File: src/rtl/jid_pkg.sv
`timescale 1ns/1ps
package jid_pkg;

    typedef enum logic [3:0] {
        ST_IDLE,
        ST_RST_SETUP,
        ST_RST_XFER,
        ST_RST_HOLD,
        ST_GAP,
        ST_ID_SETUP,
        ST_OP_XFER,
        ST_RSP_XFER,
        ST_END_HOLD
    } jid_state_e;

    typedef enum logic [1:0] {
        BK_FILL,
        BK_CONT,
        BK_DATA
    } byte_kind_e;

    localparam logic [7:0] OP_RESET   = 8'hFF;
    localparam logic [7:0] OP_READ_ID = 8'h9F;
    localparam logic [7:0] CODE_CONT  = 8'h7F;
    localparam logic [7:0] TX_IDLE    = 8'h00;

    function automatic byte_kind_e classify(input logic [7:0] b);
        if (b == 8'h00 || b == 8'hFF) return BK_FILL;
        if (b == CODE_CONT)           return BK_CONT;
        return BK_DATA;
    endfunction

endpackage

File: src/rtl/jid_tick.sv
`timescale 1ns/1ps
module jid_tick #(
    parameter int HALF = 2
) (
    input  logic clk,
    input  logic rst_n,
    input  logic clr,
    output logic tick
);
    localparam int W = (HALF > 1) ? $clog2(HALF) : 1;

    logic [W-1:0] cnt_q;

    assign tick = (cnt_q == W'(HALF - 1));

    always_ff @(posedge clk or negedge rst_n) begin
        if (!rst_n)           cnt_q <= '0;
        else if (clr || tick) cnt_q <= '0;
        else                  cnt_q <= cnt_q + 1'b1;
    end
endmodule

File: src/rtl/jid_shift.sv
`timescale 1ns/1ps
module jid_shift (
    input  logic       clk,
    input  logic       rst_n,
    input  logic       tick,
    input  logic       go,
    input  logic [7:0] tx,
    input  logic       miso,
    output logic       sclk,
    output logic       mosi,
    output logic [7:0] rx,
    output logic       done
);
    logic       active_q;
    logic       sclk_q;
    logic [7:0] txs_q;
    logic [7:0] rxs_q;
    logic [2:0] bit_q;

    assign sclk = sclk_q;
    assign mosi = active_q ? txs_q[7] : 1'b0;
    assign rx   = rxs_q;
    assign done = active_q && tick && sclk_q && (bit_q == 3'd7);

    always_ff @(posedge clk or negedge rst_n) begin
        if (!rst_n) begin
            active_q <= 1'b0;
            sclk_q   <= 1'b0;
            txs_q    <= '0;
            rxs_q    <= '0;
            bit_q    <= '0;
        end else if (go) begin
            active_q <= 1'b1;
            sclk_q   <= 1'b0;
            txs_q    <= tx;
            bit_q    <= '0;
        end else if (active_q && tick) begin
            if (!sclk_q) begin
                sclk_q <= 1'b1;
                rxs_q  <= {rxs_q[6:0], miso};
            end else begin
                sclk_q <= 1'b0;
                if (bit_q == 3'd7) begin
                    active_q <= 1'b0;
                end else begin
                    bit_q <= bit_q + 1'b1;
                    txs_q <= {txs_q[6:0], 1'b0};
                end
            end
        end
    end
endmodule

File: src/rtl/jedec_id_probe.sv
`timescale 1ns/1ps
module jedec_id_probe
    import jid_pkg::*;
#(
    parameter int CLK_DIV  = 4,
    parameter int MAX_SKIP = 16,
    parameter int WAIT_W   = 16,
    localparam int HALF    = CLK_DIV / 2,
    localparam int CNT_W   = $clog2(MAX_SKIP + 2)
) (
    input  logic              clk,
    input  logic              rst_n,
    input  logic              start,
    input  logic              reset_en,
    input  logic [WAIT_W-1:0] wait_cycles,
    input  logic              miso,
    output logic              sclk,
    output logic              mosi,
    output logic              cs_n,
    output logic              busy,
    output logic              done,
    output logic              err,
    output logic [CNT_W-1:0]  dummy_cnt,
    output logic [CNT_W-1:0]  bank,
    output logic [7:0]        mfr_id,
    output logic [7:0]        dev_type,
    output logic [7:0]        dev_cap
);
    jid_state_e state_q, state_d;

    logic              tick, clr_tick;
    logic              go, xfer_done;
    logic [7:0]        tx_byte, rx;
    logic [WAIT_W-1:0] wait_q;
    logic [CNT_W-1:0]  dummy_q, cont_q;
    logic [CNT_W:0]    skip_tot;
    logic              skip_full;
    logic [1:0]        idx_q;
    logic              err_q, done_q;
    logic [7:0]        mfr_q, typ_q, cap_q;
    logic              ev_fill, ev_cont, ev_mfr, ev_typ, ev_cap, ev_abort;

    assign clr_tick  = (state_q != state_d);
    assign skip_tot  = {1'b0, dummy_q} + {1'b0, cont_q};
    assign skip_full = (skip_tot >= (CNT_W + 1)'(MAX_SKIP));

    jid_tick #(.HALF(HALF)) tick_i (
        .clk   (clk),
        .rst_n (rst_n),
        .clr   (clr_tick),
        .tick  (tick)
    );

    jid_shift shift_i (
        .clk   (clk),
        .rst_n (rst_n),
        .tick  (tick),
        .go    (go),
        .tx    (tx_byte),
        .miso  (miso),
        .sclk  (sclk),
        .mosi  (mosi),
        .rx    (rx),
        .done  (xfer_done)
    );

    // State register
    always_ff @(posedge clk or negedge rst_n) begin
        if (!rst_n) state_q <= ST_IDLE;
        else        state_q <= state_d;
    end

    // Next state, byte launch and response classification
    always_comb begin
        state_d  = state_q;
        go       = 1'b0;
        tx_byte  = TX_IDLE;
        ev_fill  = 1'b0;
        ev_cont  = 1'b0;
        ev_mfr   = 1'b0;
        ev_typ   = 1'b0;
        ev_cap   = 1'b0;
        ev_abort = 1'b0;
        unique case (state_q)
            ST_IDLE:      if (start) state_d = reset_en ? ST_RST_SETUP : ST_ID_SETUP;
            ST_RST_SETUP: if (tick) begin
                              go      = 1'b1;
                              tx_byte = OP_RESET;
                              state_d = ST_RST_XFER;
                          end
            ST_RST_XFER:  if (xfer_done) state_d = ST_RST_HOLD;
            ST_RST_HOLD:  if (tick) state_d = ST_GAP;
            ST_GAP:       if (wait_q >= wait_cycles) state_d = ST_ID_SETUP;
            ST_ID_SETUP:  if (tick) begin
                              go      = 1'b1;
                              tx_byte = OP_READ_ID;
                              state_d = ST_OP_XFER;
                          end
            ST_OP_XFER:   if (xfer_done) begin
                              go      = 1'b1;
                              state_d = ST_RSP_XFER;
                          end
            ST_RSP_XFER:  if (xfer_done) begin
                              if (idx_q == 2'd0) begin
                                  unique case (classify(rx))
                                      BK_FILL: if (cont_q != '0 || skip_full) ev_abort = 1'b1;
                                               else ev_fill = 1'b1;
                                      BK_CONT: if (skip_full) ev_abort = 1'b1;
                                               else ev_cont = 1'b1;
                                      BK_DATA: ev_mfr = 1'b1;
                                      default: ev_abort = 1'b1;
                                  endcase
                              end else if (idx_q == 2'd1) begin
                                  ev_typ = 1'b1;
                              end else begin
                                  ev_cap = 1'b1;
                              end
                              if (ev_abort || ev_cap) state_d = ST_END_HOLD;
                              else                    go = 1'b1;
                          end
            ST_END_HOLD:  if (tick) state_d = ST_IDLE;
            default:      state_d = ST_IDLE;
        endcase
    end

    // Results, counters and completion pulse
    always_ff @(posedge clk or negedge rst_n) begin
        if (!rst_n) begin
            wait_q  <= '0;
            dummy_q <= '0;
            cont_q  <= '0;
            idx_q   <= '0;
            err_q   <= 1'b0;
            done_q  <= 1'b0;
            mfr_q   <= '0;
            typ_q   <= '0;
            cap_q   <= '0;
        end else begin
            done_q <= (state_q == ST_END_HOLD) && tick;
            wait_q <= (state_q == ST_GAP) ? wait_q + 1'b1 : '0;
            if (state_q == ST_IDLE && start) begin
                dummy_q <= '0;
                cont_q  <= '0;
                idx_q   <= '0;
                err_q   <= 1'b0;
                mfr_q   <= '0;
                typ_q   <= '0;
                cap_q   <= '0;
            end
            if (ev_fill)  dummy_q <= dummy_q + 1'b1;
            if (ev_cont)  cont_q  <= cont_q + 1'b1;
            if (ev_mfr)   begin mfr_q <= rx; idx_q <= 2'd1; end
            if (ev_typ)   begin typ_q <= rx; idx_q <= 2'd2; end
            if (ev_cap)   cap_q <= rx;
            if (ev_abort) err_q <= 1'b1;
        end
    end

    assign cs_n      = !(state_q inside {ST_RST_SETUP, ST_RST_XFER, ST_RST_HOLD,
                                         ST_ID_SETUP, ST_OP_XFER, ST_RSP_XFER, ST_END_HOLD});
    assign busy      = (state_q != ST_IDLE);
    assign done      = done_q;
    assign err       = err_q;
    assign dummy_cnt = dummy_q;
    assign bank      = cont_q + CNT_W'(1);
    assign mfr_id    = mfr_q;
    assign dev_type  = typ_q;
    assign dev_cap   = cap_q;
endmodule

File: config.mk
export PLATFORM = sky130hd
export DESIGN_NAME = jedec_id_probe
export DESIGN_NICKNAME = d
export VERILOG_FILES = /design/src/rtl/jid_pkg.sv /design/src/rtl/jid_tick.sv /design/src/rtl/jid_shift.sv /design/src/rtl/jedec_id_probe.sv
export SDC_FILE = /design/constraint.sdc
export NUM_CORES = 1
export LEC_CHECK = 0
export CAP_MARGIN = 15
export CORE_ASPECT_RATIO = 1.1
export CORE_MARGIN = 1.5
export CORE_UTILIZATION = 49
export CTS_CLUSTER_SIZE = 16
export DETAILED_ROUTE_END_ITERATION = 8
export PLACE_DENSITY_LB_ADDON = 0.08
export SYNTH_ARGS = -nofsm -noshare
export SYNTH_HDL_FRONTEND = slang
export SYNTH_SLANG_ARGS = --single-unit
export TNS_END_PERCENT = 30
File: constraint.sdc
create_clock -name clk -period 2.3 [get_ports clk]
set_clock_uncertainty 0.15 [all_clocks]
set_input_delay 0.575 -clock clk [delete_from_list [all_inputs] [get_ports clk]]
set_output_delay 0.575 -clock clk [all_outputs]
set_load 0.01 [all_outputs]
---- Word-level counts from Yosys, hierarchy flattened ----
Cells that the tools add are included.
operators by class
  add/sub/neg operators ................... 6
  magnitude comparators ................... 2
  equal/unequal tests ..................... 16
  mux-type cells .......................... 98
  bitwise gates (word level) .............. 2
  reduce and logical (&&, ||, !) cells .... 31
operators by type and width
  cell                   number
  $mux 8                 10
  $mux 1                 55
  $mux 4                 10
  $pmux 4 s9             1
  $mux 2                 10
  $reduce_bool 2->1      9
  $add 16x1->16 const B  1
  $eq 4x3->1 const B     4
  $ge 16x16->1           1
  $mux 16                1
  $pmux 8 s2             1
  $mux 3                 5
  $mux 5                 3
  $add 5x1->5 const B    2
  $reduce_and 3->1       3
  $eq 4x2->1 const B     2
  $eq 8x7->1 const B     1
  $eq 8x8->1 const B     1
  $logic_not 8->1        1
  $reduce_bool 7->1      1
  $add 5x5->6            1
  $ge 6x5->1 const B     1
  $pmux 1 s3             2
  $logic_and 1x1->1      5
  18 further kinds       24
storage, ports and cells
  flip-flop bits (word level) ............. 80
  input bits .............................. 21
  output and inout port bits .............. 40
  logic and storage cells ................. 171

---- Logic depth before layout (Yosys ltp) ----
Gate-level depths: netlist (run 1).
  depth after elaboration ................. 27
  mapped depth ............................ 9
  depth with buffers taken out ............ 8

---- By module ----
From an unflattened synthesis (run 1), not the netlist that was laid out.
unflattened totals
  cells, all modules ...................... 434
  area, all modules ....................... 4175.3 µm²
by module, submodules not included
  module          times used  cells an instance  area an instance (µm²)  sequential area each (µm²)
  jedec_id_probe  1           358                3239.4                  1451.4
  jid_shift       1           74                 907.1                   525.5
  jid_tick        1           2                  28.8                    25.0

---- Worst setup path after synthesis (run 1) ----
OpenSTA, ideal clock, no wires.
  kind .................................... register to register
  start point ............................. reg dummy_q[2] (netlist: dummy_cnt[2])
  end point ............................... reg cont_q[2]
  setup time .............................. 0.129 ns
  arrival ................................. 2.120 ns
  data required time ...................... 2.021 ns
  path slack .............................. -0.099 ns
  cell stages (with the launch flop) ...... 9
  path buffers ............................ 1
  period minus slack after synthesis ...... 2.399 ns
  path through ............................ dfrtp_1 -> ha_1 -> and4_1 -> o21ai_0 -> nand2_1 -> or4_4 -> buf_6 -> o211ai_2 -> o31ai_2
on the way
  word-level cells in the longest chain between the ends .. 8
  elaborated cells on any way between the ends .. 9
  classes of those cells .................. 1 x add/sub; 1 x order compare; 6 x mux; 1 x reduce/logical
ends and longest elaborated chain
  element                                      line                   text
  from (decl)                                  jedec_id_probe.sv:35   logic [CNT_W-1:0] dummy_q, cont_q;
  from (signal assigned)                       jedec_id_probe.sv:150  if (ev_fill) dummy_q <= dummy_q + 1'b1;
  $add 5x5->6 (*)                              jedec_id_probe.sv:44   assign skip_tot = {1'b0, dummy_q} + {1'b0, cont_q};
  $ge 6x5->1 (*)                               jedec_id_probe.sv:45   assign skip_full = (skip_tot >= (CNT_W + 1)'(MAX_SKIP));
  $mux 1 (*)                                   jedec_id_probe.sv:108  BK_CONT: if (skip_full) ev_abort = 1'b1;
  $mux 1 (*)                                   jedec_id_probe.sv:105  unique case (classify(rx))
  $mux 1 (*)                                   jedec_id_probe.sv:104  if (idx_q == 2'd0) begin
  $mux 1 (*)                                   jedec_id_probe.sv:103  ST_RSP_XFER: if (xfer_done) begin
  $mux 1 (*)                                   jedec_id_probe.sv:84   unique case (state_q)
  $mux 5 or $reduce_bool 2->1 (tied branches)  -
  to (signal assigned)                         jedec_id_probe.sv:151  if (ev_cont) cont_q <= cont_q + 1'b1;
  to (decl)                                    jedec_id_probe.sv:35
Every way passes the cells marked *; elsewhere a longest branch is shown, timed or not.
A chain may end at the register's enable or synchronous reset.

---- Worst setup path after layout (run 1) ----
  start point ............................. reg cont_q[1]
  end point ............................... out bank[4]
on the way
  word-level cells in the longest chain between the ends .. 1
ends and longest elaborated chain
  element      line                   text
  $add 5x1->5  jedec_id_probe.sv:165  assign bank = cont_q + CNT_W'(1);
  to (decl)    jedec_id_probe.sv:24   output logic [CNT_W-1:0] bank,
Every way passes these cells.

==> impl_metrics.yaml, run 1 <==
place:
  post-place-ws_ns: -0.397
  post_dp_cell_area_um2: 5210
  placer_s_final_routability_congestion_estimate: 0.901
  port-buffer-count: 60
  dp.final_hpwl_um: 6880
detailed_routing:
  count_of_antenna_violating_nets_left_after_detailed_routing: 0
  violation_count_after_the_first_detailed_routing_iteration: 133
  num_vias: 3583
  drt_drc_violations_left: 0
  routed_wirelength_um: 9590
  drt_wl_cell_um: 14.4
  detail_route.vias_per_cell: 5.36
  drt_pre_antenna_iters: 5
critical_path:
  reg2reg_slack_ns: 0.04
  crit_start: "cont_q[1]$_DFFE_PN0P_"
  critical_path.reg2reg.startpoint: "dummy_cnt[2]$_DFFE_PN0P_"
  startpoint_type: "register"
  crit-reg2reg-capture: "cont_q[2]$_DFFE_PN0P_"
  ff2ff_path_depth: 7
  setup.worst_path.end_class: "output port"
  critPathMaxFanout: 5
  setup.worst_path.end: "bank[4]"
  worst-setup-path-type: "register to output port"
  required_ns: 1.57
  critPathArrivalTime_ns: 1.54
synthesis:
  asyncSetResetFlopFracSynth_pct: 100
  synth.yosys.seq_area_share_pct: 47.4
  number_of_synthesized_flops_with_an_enable_pin: 0
  ys_warn_count: 0
  synth.distinct_cells: 49
  synth_top_area_cells: "sky130_fd_sc_hd__dfrtp_1, sky130_fd_sc_hd__ha_1, sky130_fd_sc_hd__nand2_1, sky130_fd_sc_hd__o21ai_0, sky130_fd_sc_hd__nand3_1"
  synth-seq-cells: 80
  syn-instance-count: 459
  synthesis.area_um2: 4220
  syn_nets: 506
  synth.top_cell.area_share_pct: 47.4
  post_synth.cell_area_avg_um2: 9.20
  synth_largest_area_cell: "sky130_fd_sc_hd__dfrtp_1"
  synthFlopType: "sky130_fd_sc_hd__dfrtp_1"
timing:
  finish_stage_setup_viols: 0
  worst_slack_ns: 0.0334
  max_freq_mhz: 441
  rsz_0062_raised_after_global_routing: "true"
  slew-limit-headroom_pct: 69.5
  maxSlewViolCount: 0
  hold_violations: 0
  period_share_pct: 98.5
  worstMarginPinSlew_ns: 0.446
  fin_crit_ns: 2.27
  timing.setup.tns_ns: 0
cells_and_area:
  most-common-layout-cells: "sky130_fd_sc_hd__nand2_1, sky130_fd_sc_hd__dfrtp_1, sky130_fd_sc_hd__clkdlybuf4s50_1"
  final_cell_area_um2: 5560
  synthToLayoutAreaGrowth_pct: 31.8
  antenna_cells: 0
  drive_gt1_share_pct: 17.6
  fin_nets: 600
  layout.core_utilization_pct: 66.5
clock_tree:
  clock_sinks: 80
  clock_insertion_delay_worst_skew_ns: 0.35
  clock_tree_from_tritoncts: "done"
  cts_buffers: 9
  cts.reportedPaths.clkPinSlew_ns: 0.08
  clockRootBuffer: "sky130_fd_sc_hd__clkbuf_8"
  cts.htree.levels: 3
  clock_path_buffers: 2
power_and_ir_drop:
  power-per-cell-area_nw_per_um2: 477
  totalPowerFinal_mw: 2.65
  irDropWorstVdd_uv: 293
  power_leakage_nw: 2.61
die:
  die_h_um: 100
  fp.dieW_um: 91.5
  floorplan.rows: 35
  num_io_pins: 61
  floorplan.initialDensity_pct: 50.5
  fp.coreArea_um2: 8360
  dieArea_um2: 9180
global_route:
  antenna_found_initial: 0
  number_of_global_route_vias_before_repair: 3451
  grt_start_max_net_pins: 43
  grt_pass1_wl_um: 16300
  globalRoute.totalOverflow: 0
  track_usage_pct: 22.2
worst_hold_path:
  hold_path.class: "register to register"
job:
  cap_violations: 0
run_status:
  outcome: "completed"
-- flip-flops by register name (all words and copies together), names as in the netlist, 2 cells and up --
| name | flops |
|---|---|
| shift_i.bit_q | 3 |
| shift_i.txs_q | 8 |
| wait_q | 16 |
| dev_cap | 8 |
| state_q | 4 |
| dev_type | 8 |
| shift_i.rx | 8 |
| idx_q | 2 |
| mfr_id | 8 |
| cont_q | 5 |
| dummy_cnt | 5 |
-- metal layers --
metal | up-vias | track usage, % | wire length [um]
met4 | 0 | 7.33 | 123
li1 | 1773 | - | -
met5 | - | 0 | 0
met2 | 88 | 37.3 | 4620
met3 | 16 | 4.24 | 395
met1 | 1706 | 28.9 | 4450
-- what timing repair did --
action | in CTS | in global routing
hold buffers | 1 | 0
hold endpoints to repair | 18 | 0
pin swaps | 0 | 3
gates resized for setup | 16 | 25
setup endpoints to repair | 9 | 28
setup buffers | 0 | 3
-- cells by family (layout without fill, tap and decap cells) --
family	after synthesis	after routing	share of synthesized area [%]
AND/OR/NAND/NOR	185	185	21.2
AO/OA/AOI/OAI	91	91	13.2
flip-flops	80	80	47.4
buffers and inverters	50	148	4.68
adder cells (fa/ha/maj)	26	26	7.71
XOR/XNOR	21	21	4.36
multiplexers	6	6	1.45
-- Yosys cell counts, types with 5 or more instances --
cell type / number
sky130_fd_sc_hd__xnor2_1: 6
sky130_fd_sc_hd__a21oi_1: 14
sky130_fd_sc_hd__o21ai_0: 49
sky130_fd_sc_hd__and3_1: 10
sky130_fd_sc_hd__mux2i_1: 5
sky130_fd_sc_hd__nand2_1: 70
sky130_fd_sc_hd__ha_1: 26
sky130_fd_sc_hd__dfrtp_1: 80
sky130_fd_sc_hd__nand3_1: 30
sky130_fd_sc_hd__xor2_1: 15
sky130_fd_sc_hd__nor2_1: 34
sky130_fd_sc_hd__clkbuf_1: 14
sky130_fd_sc_hd__o211ai_1: 5
sky130_fd_sc_hd__nand2b_1: 5
sky130_fd_sc_hd__inv_1: 31
-- metrics by stage --
step	cells	hold slack (ns)
floorplan	459	0.129
global placement	649	0.321
detailed placement	649	0.324
CTS	665	0.375
global route	668	0.405
finish	668	0.367
-- worst max-delay path, stage by stage (launching register included) --
cell and delay [ns]:
sky130_fd_sc_hd__dfrtp_1 0.42, sky130_fd_sc_hd__ha_2 0.23, sky130_fd_sc_hd__nand3_1 0.09, sky130_fd_sc_hd__xnor2_1 0.19
sky130_fd_sc_hd__clkdlybuf4s15_2 0.26
-- worst min path at each step --
stage	to	depth (start not counted)	slack [ns]	from
after floorplan	cont_q[0]$_DFFE_PN0P_	0	0.13	rst_n
final	mfr_id[4]$_DFFE_PN0P_	2	0.37	mfr_id[4]$_DFFE_PN0P_
after CTS	mfr_id[4]$_DFFE_PN0P_	2	0.37	mfr_id[4]$_DFFE_PN0P_
after global routing	mfr_id[2]$_DFFE_PN0P_	2	0.40	mfr_id[2]$_DFFE_PN0P_
after global placement	wait_q[7]$_DFF_PN0_	1	0.32	rst_n
after detailed placement	wait_q[7]$_DFF_PN0_	1	0.32	rst_n
-- final cells by class --
type	count	area [um^2]
clock inverter	5	82.6
fill	688	2800
inverter	32	120
tap	111	139
clock buffer	10	128
sequential	80	2020
multi-input combinational	329	2130
timing repair buffer	101	945
-- power by group --
group          switching [mW]  internal [mW]  leakage (nW)
logic                  0.0586         0.0522          1.62
registers              0.0132           1.41         0.881
clock network           0.507          0.608         0.106
Note: power is estimated with default switching activity, not from simulation.
==> inputs of run 2 (changes only) <==
--- a/config.mk
+++ b/config.mk
@@ -11,6 +11,7 @@
 export CORE_UTILIZATION = 49
 export CTS_CLUSTER_SIZE = 16
 export DETAILED_ROUTE_END_ITERATION = 8
+export MAX_ROUTING_LAYER = met4
 export PLACE_DENSITY_LB_ADDON = 0.08
 export SYNTH_ARGS = -nofsm -noshare
 export SYNTH_HDL_FRONTEND = slang
==> run 2 against run 1 <==
  * Final cell count up 0.15%
  * Count of clock-buffer cells in the layout is the same
  * Die area did not move
  * Setup slack improved by 0.015 ns
  * Critical path type is now register to register
  * Total power shrank 0.43%
==> impl_metrics.yaml, run 2 (synthesis results as in run 1) <==
detailed_routing:
  num_vias: 3592
  drt_wl_cell_um: 14.4
  count_of_antenna_violating_nets_left_after_detailed_routing: 0
  drt_drc_violations_left: 0
  violation_count_after_the_first_detailed_routing_iteration: 142
  detail_route.vias_per_cell: 5.37
  routed_wirelength_um: 9650
  drt_pre_antenna_iters: 4
power_and_ir_drop:
  totalPowerFinal_mw: 2.64
  share_comb_of_total_power_pct: 4.0
  irDropWorstVdd_uv: 439
  netSwitchingFraction_pct: 23.9
  power-per-cell-area_nw_per_um2: 474
  clkPwrFrac_pct: 41.9
  share_seq_of_total_power_pct: 54.0
  pint_mw: 2.01
  power_switching_uw: 632
  power_leakage_nw: 2.63
critical_path:
  cp_slowest_cell: "sky130_fd_sc_hd__or4_4"
  worst-setup-path-type: "register to register"
  startpoint_type: "register"
  critPathArrivalTime_ns: 2.35
  worstPathCellList: "ha_1, a21o_1, o21ai_2, nand2_1, or4_4, o211ai_2, o31ai_2"
  reg2reg_slack_ns: 0.05
  critPathMaxFanout: 10
  setup.worst_path.end_class: "register"
  critical_path_buffers_and_inverters: 0
  critical_path.max_stage_delay_ns: 0.59
  required_ns: 2.40
  critical-path-top-delay-family: "simple AND/OR/NAND/NOR gates"
cells_and_area:
  number_of_flip_flops_under_the_largest_register_name: 16
  antenna_cells: 0
  synthToLayoutAreaGrowth_pct: 32.0
  registers.top_by_ff_count: "wait_q"
  drive_gt1_share_pct: 16.8
  most_common_cell_after_layout_fill_and_taps_aside: "sky130_fd_sc_hd__dfrtp_1"
  layout.core_utilization_pct: 66.6
  fin_nets: 600
  most-common-layout-cells: "sky130_fd_sc_hd__dfrtp_1, sky130_fd_sc_hd__nand2_1, sky130_fd_sc_hd__clkdlybuf4s50_1"
timing:
  hold_violations: 0
  worstMarginPinSlew_ns: 0.392
  maxSlewViolCount: 0
  timing.setup.tns_ns: 0
  period_share_pct: 97.9
  slew-limit-headroom_pct: 73.2
  rsz_0062_raised_after_global_routing: "true"
  max_freq_mhz: 444
  fin_crit_ns: 2.25
  finish_stage_setup_viols: 0
clock_tree:
  clock_insertion_delay_worst_skew_ns: 0.36
  cts_buffers: 9
  clock_sinks: 80
  clockRootBuffer: "sky130_fd_sc_hd__clkbuf_8"
  clock_tree_from_tritoncts: "done"
  cts.reportedPaths.clkPinSlew_ns: 0.09
  cts.htree.levels: 3
  clock_path_buffers: 2
job:
  cap_violations: 0
global_route:
  grt_pass1_wl_um: 16300
  track_usage_pct: 23.1
  grt_start_max_net_pins: 50
  number_of_global_route_vias_before_repair: 3472
  antenna_found_initial: 0
  globalRoute.totalOverflow: 0
die:
  floorplan.initialDensity_pct: 50.5
  fp.dieW_um: 91.5
  num_io_pins: 61
  die_h_um: 100
  floorplan.rows: 35
  fp.coreArea_um2: 8360
  dieArea_um2: 9180
worst_hold_path:
  hold_path.class: "input port to asynchronous set/reset pin"
place:
  port-buffer-count: 60
  placer_s_final_routability_congestion_estimate: 0.895
  dp.final_hpwl_um: 6900
run_status:
  outcome: "completed"
-- run 2: cell types whose count changed in the layout (fill, tap and decap cells not counted), sizes merged --
cell,change
buf,+1
bufinv,-1
clkbuf,+1
clkinv,-1
clkinvlp,+1
dlygate4sd2,-2
dlygate4sd3,-1
dlymetal6s2s,+1
inv,+2
-- run 2: area by class of cell --
class | count | area, um^2
clock buffer | 10 | 138
clock inverter | 6 | 75.1
fill | 711 | 2790
inverter | 32 | 120
multi-input combinational | 329 | 2140
sequential | 80 | 2010
tap | 111 | 139
timing repair buffer | 101 | 945
-- run 2: path summary, 6_finish.rpt --
path / start / end / cells after the start
setup reg to reg: dummy_cnt[2]$_DFFE_PN0P_ / cont_q[2]$_DFFE_PN0P_ / 7
min in group clk: mfr_id[4]$_DFFE_PN0P_ / mfr_id[4]$_DFFE_PN0P_ / 2
setup / recovery: dummy_cnt[2]$_DFFE_PN0P_ / cont_q[2]$_DFFE_PN0P_ / 7
hold / removal: rst_n / wait_q[10]$_DFF_PN0_ / 2
max in group asynchronous: rst_n / shift_i.rx[2]$_DFFE_PN0P_ / 2
hold reg to reg: mfr_id[4]$_DFFE_PN0P_ / mfr_id[4]$_DFFE_PN0P_ / 2
-- run 2: per-stage QoR --
| stage | instances | hold WS [ns] | setup slack (ns) | instance area (um^2) |
|---|---|---|---|---|
| CTS | 669 | 0.0339 | -0.248 | 5460 |
| finish | 669 | 0.0164 | 0.0481 | 5570 |
| detailed placement | 652 | 0.345 | -0.448 | 5230 |
| global placement | 652 | 0.341 | -0.328 | 5230 |
| global route | 669 | 0.0429 | -0.0282 | 5570 |
| floorplan | 459 | 0.129 | 0.0126 | 4230 |
-- run 2: power by group through the flow --
stage               clock network, mW  registers (mW)  logic [mW]
global placement                    0            1.45       0.105
finish                           1.11            1.43       0.107
CTS                              1.13            1.42       0.109
floorplan                           0            1.45      0.0275
detailed placement                  0            1.45       0.108
global route                     1.19            1.43       0.123
-- run 2: timing repair --
| item | 4_1_cts | 5_1_grt |
|---|---|---|
| resized for setup | 8 | 29 |
| hold buffers | 0 | 0 |
| pin swaps | 0 | 7 |
| endpoints found under the setup margin | 7 | 28 |
| buffers inserted | 1 | 0 |
-- run 2: layer usage --
layer / vias up / global-route usage, % / wire length [um]
met1: 1740 / 29.2 / 4490
met2: 64 / 37.8 / 4730
li1: 1772 / - / -
met3: 16 / 4.47 / 298
met5: - / - / 0
met4: 0 / 7.09 / 130
==> inputs of run 3 (changes only) <==
--- a/config.mk
+++ b/config.mk
@@ -7,12 +7,12 @@
 export LEC_CHECK = 0
 export CAP_MARGIN = 15
 export CORE_ASPECT_RATIO = 1.1
-export CORE_MARGIN = 1.5
+export CORE_MARGIN = 1
 export CORE_UTILIZATION = 49
 export CTS_CLUSTER_SIZE = 16
 export DETAILED_ROUTE_END_ITERATION = 8
 export MAX_ROUTING_LAYER = met4
-export PLACE_DENSITY_LB_ADDON = 0.08
+export PLACE_DENSITY_LB_ADDON = 0.15
 export SYNTH_ARGS = -nofsm -noshare
 export SYNTH_HDL_FRONTEND = slang
 export SYNTH_SLANG_ARGS = --single-unit
==> run 3 against run 2 <==
  * The flow now finishes with violations (negative hold slack)
  * Hold slack worse by 0.017 ns
  * Register-to-register slack got worse by 0.02 ns
  * First-iteration DRC count increased by 25%
  * Via count is 1.2% higher
  * Die area down 2.1%
  * Sequential power about the same
  * Total power shrank 1.1%
  * Non-clock buffer count is the same
  * Global-route usage is 0.18 points higher
  * Cell area is 0.31% higher
  * Critical path type unchanged
  * Largest cell class unchanged
  * Highest routed layer unchanged
==> impl_metrics.yaml, run 3 (synthesis results as in run 1) <==
timing:
  finish_stage_setup_viols: 0
  period_share_pct: 98.6
  rsz_0062_raised_after_global_routing: "true"
  worst_slack_ns: 0.0331
  hold-worst-slack_ns: -0.000153
  max_freq_mhz: 441
  hold_violations: 1
  slew-limit-headroom_pct: 69.9
  worstMarginPinSlew_ns: 0.452
  fin_crit_ns: 2.27
  maxSlewViolCount: 0
die:
  floorplan.rows: 35
  num_io_pins: 61
  dieArea_um2: 8990
  floorplan.initialDensity_pct: 50.5
  fp.coreArea_um2: 8360
  die_h_um: 99.4
  fp.dieW_um: 90.5
detailed_routing:
  drt_drc_violations_left: 0
  count_of_antenna_violating_nets_left_after_detailed_routing: 0
  drt_pre_antenna_iters: 4
  num_vias: 3634
  drt_wl_cell_um: 14.7
  routed_wirelength_um: 9870
  detail_route.vias_per_cell: 5.42
  violation_count_after_the_first_detailed_routing_iteration: 177
job:
  cap_violations: 0
place:
  post-place-ws_ns: -0.423
  placer_s_final_routability_congestion_estimate: 0.853
  dp.final_hpwl_um: 6760
  port-buffer-count: 60
  post_dp_cell_area_um2: 5220
  place_inst: 650
critical_path:
  critical_path.max_stage_delay_ns: 0.57
  critPathMaxFanout: 5
  startpoint_type: "register"
  cp_slowest_cell: "sky130_fd_sc_hd__or4_4"
  required_ns: 2.41
  setup.worst_path.end_class: "register"
  worst-setup-path-type: "register to register"
  worstPathCellList: "ha_1, a21o_1, o21ai_2, nand2_2, or4_4, o211ai_2, o31ai_2"
  critPathArrivalTime_ns: 2.37
  ff2ff_path_depth: 7
power_and_ir_drop:
  share_seq_of_total_power_pct: 54.5
  power-per-cell-area_nw_per_um2: 468
  power_leakage_nw: 2.63
  pint_mw: 1.98
  clkPwrFrac_pct: 41.2
  share_comb_of_total_power_pct: 4.3
  irDropWorstVdd_uv: 326
  power_switching_uw: 634
  netSwitchingFraction_pct: 24.3
global_route:
  number_of_global_route_vias_before_repair: 3523
  track_usage_pct: 23.3
  grt_start_max_net_pins: 39
  grt_pass1_wl_um: 16400
  globalRoute.totalOverflow: 0
  antenna_found_initial: 0
cells_and_area:
  most_common_cell_after_layout_fill_and_taps_aside: "sky130_fd_sc_hd__dfrtp_1"
  synthToLayoutAreaGrowth_pct: 32.4
  drive_gt1_share_pct: 17.2
  fillerInstances: 687
  fin_nets: 601
  ff_latch_area_um2: 2010
  final_cell_area_um2: 5590
  layout.core_utilization_pct: 66.8
  multi_input_comb_area_um2: 2170
  final-instance-count-excl-fill: 670
  antenna_cells: 0
  number_of_flip_flops_under_the_largest_register_name: 16
  registers.top_by_ff_count: "wait_q"
  most-common-layout-cells: "sky130_fd_sc_hd__dfrtp_1, sky130_fd_sc_hd__nand2_1, sky130_fd_sc_hd__clkdlybuf4s50_1"
clock_tree:
  cts.reportedPaths.clkPinSlew_ns: 0.09
  clock_sinks: 80
  cts.htree.levels: 3
  clock_path_buffers: 2
  cts_buffers: 9
  clockRootBuffer: "sky130_fd_sc_hd__clkbuf_8"
  clock_insertion_delay_worst_skew_ns: 0.36
  clock_tree_from_tritoncts: "done"
worst_hold_path:
  hold_path.class: "input port to asynchronous set/reset pin"
run_status:
  outcome: "finished with violations"
  violations: "negative hold slack"
-- run 3: cell types whose count changed in the layout (fill, tap and decap cells not counted), sizes merged --
cell           before  now
dlymetal6s2s        2    1
or4                 2    3
clkdlybuf4s50      53   52
clkbuf             11    9
dlygate4sd2         2    4
inv                34   33
clkinv              2    5
clkinvlp            1    0
clkdlybuf4s15       1    2
-- run 3: layout make-up --
cell class                 instances  area share (%)
multi-input combinational        330            38.8
sequential                        80            35.9
timing repair buffer             101            17.0
tap                              111            2.49
clock buffer                       9            2.22
inverter                          32            2.15
clock inverter                     7            1.46
-- run 3: what timing repair did --
action / CTS / global route
gates resized for setup: 13 / 29
endpoints found under the setup margin: 13 / 35
gates cloned: 0 / 1
endpoints found under the hold margin: 0 / 0
setup buffers: 2 / 1
pin swaps: 0 / 6
hold buffers: 0 / 0
-- run 3: power groups by stage --
stage,combinational (mW),clock [mW],sequential [mW]
after floorplan,0.0275,0,1.45
after global placement,0.110,0,1.45
after detailed placement,0.113,0,1.45
after CTS,0.114,1.10,1.42
after global routing,0.129,1.15,1.43
final,0.112,1.08,1.42
-- run 3: per-layer routing --
metal  vias to the layer above  GRT usage (%)  part of all wire (%)
met5                         -              -                     0
met4                         0           5.96                   1.2
met3                        13           4.74                   3.1
met2                        74           37.9                    51
met1                      1762           29.9                    45
li1                       1785              -                     -
-- run 3: path summary, 6_finish.rpt --
path,from,end,slack [ns]
max,dummy_cnt[2]$_DFFE_PN0P_,cont_q[2]$_DFFE_PN0P_,0.03
min,rst_n,wait_q[8]$_DFF_PN0_,-0.0002
max reg2reg,dummy_cnt[2]$_DFFE_PN0P_,cont_q[2]$_DFFE_PN0P_,0.03
min reg2reg,mfr_id[5]$_DFFE_PN0P_,mfr_id[5]$_DFFE_PN0P_,0.37
max in group asynchronous,rst_n,shift_i.active_q$_DFFE_PN0P_,1.41
min in group clk,mfr_id[5]$_DFFE_PN0P_,mfr_id[5]$_DFFE_PN0P_,0.37
-- run 3: worst max-delay path: cells and delay by family, from the launching register on --
kind	cells	cell delay [ns]
compound gates	4	0.64
fa+ha+maj	1	0.31
flops	1	0.41
simple gates	2	0.66
-- run 3: stage by stage --
| stage | TNS [ns] | total power [mW] |
|---|---|---|
| 2_1_floorplan | 0 | 1.48 |
| 3_3_place_gp | -0.564 | 1.56 |
| 3_5_place_dp | -0.803 | 1.56 |
| 4_1_cts | -0.0132 | 2.63 |
| 5_1_grt | -0.536 | 2.71 |
| 6_report | 0 | 2.61 |
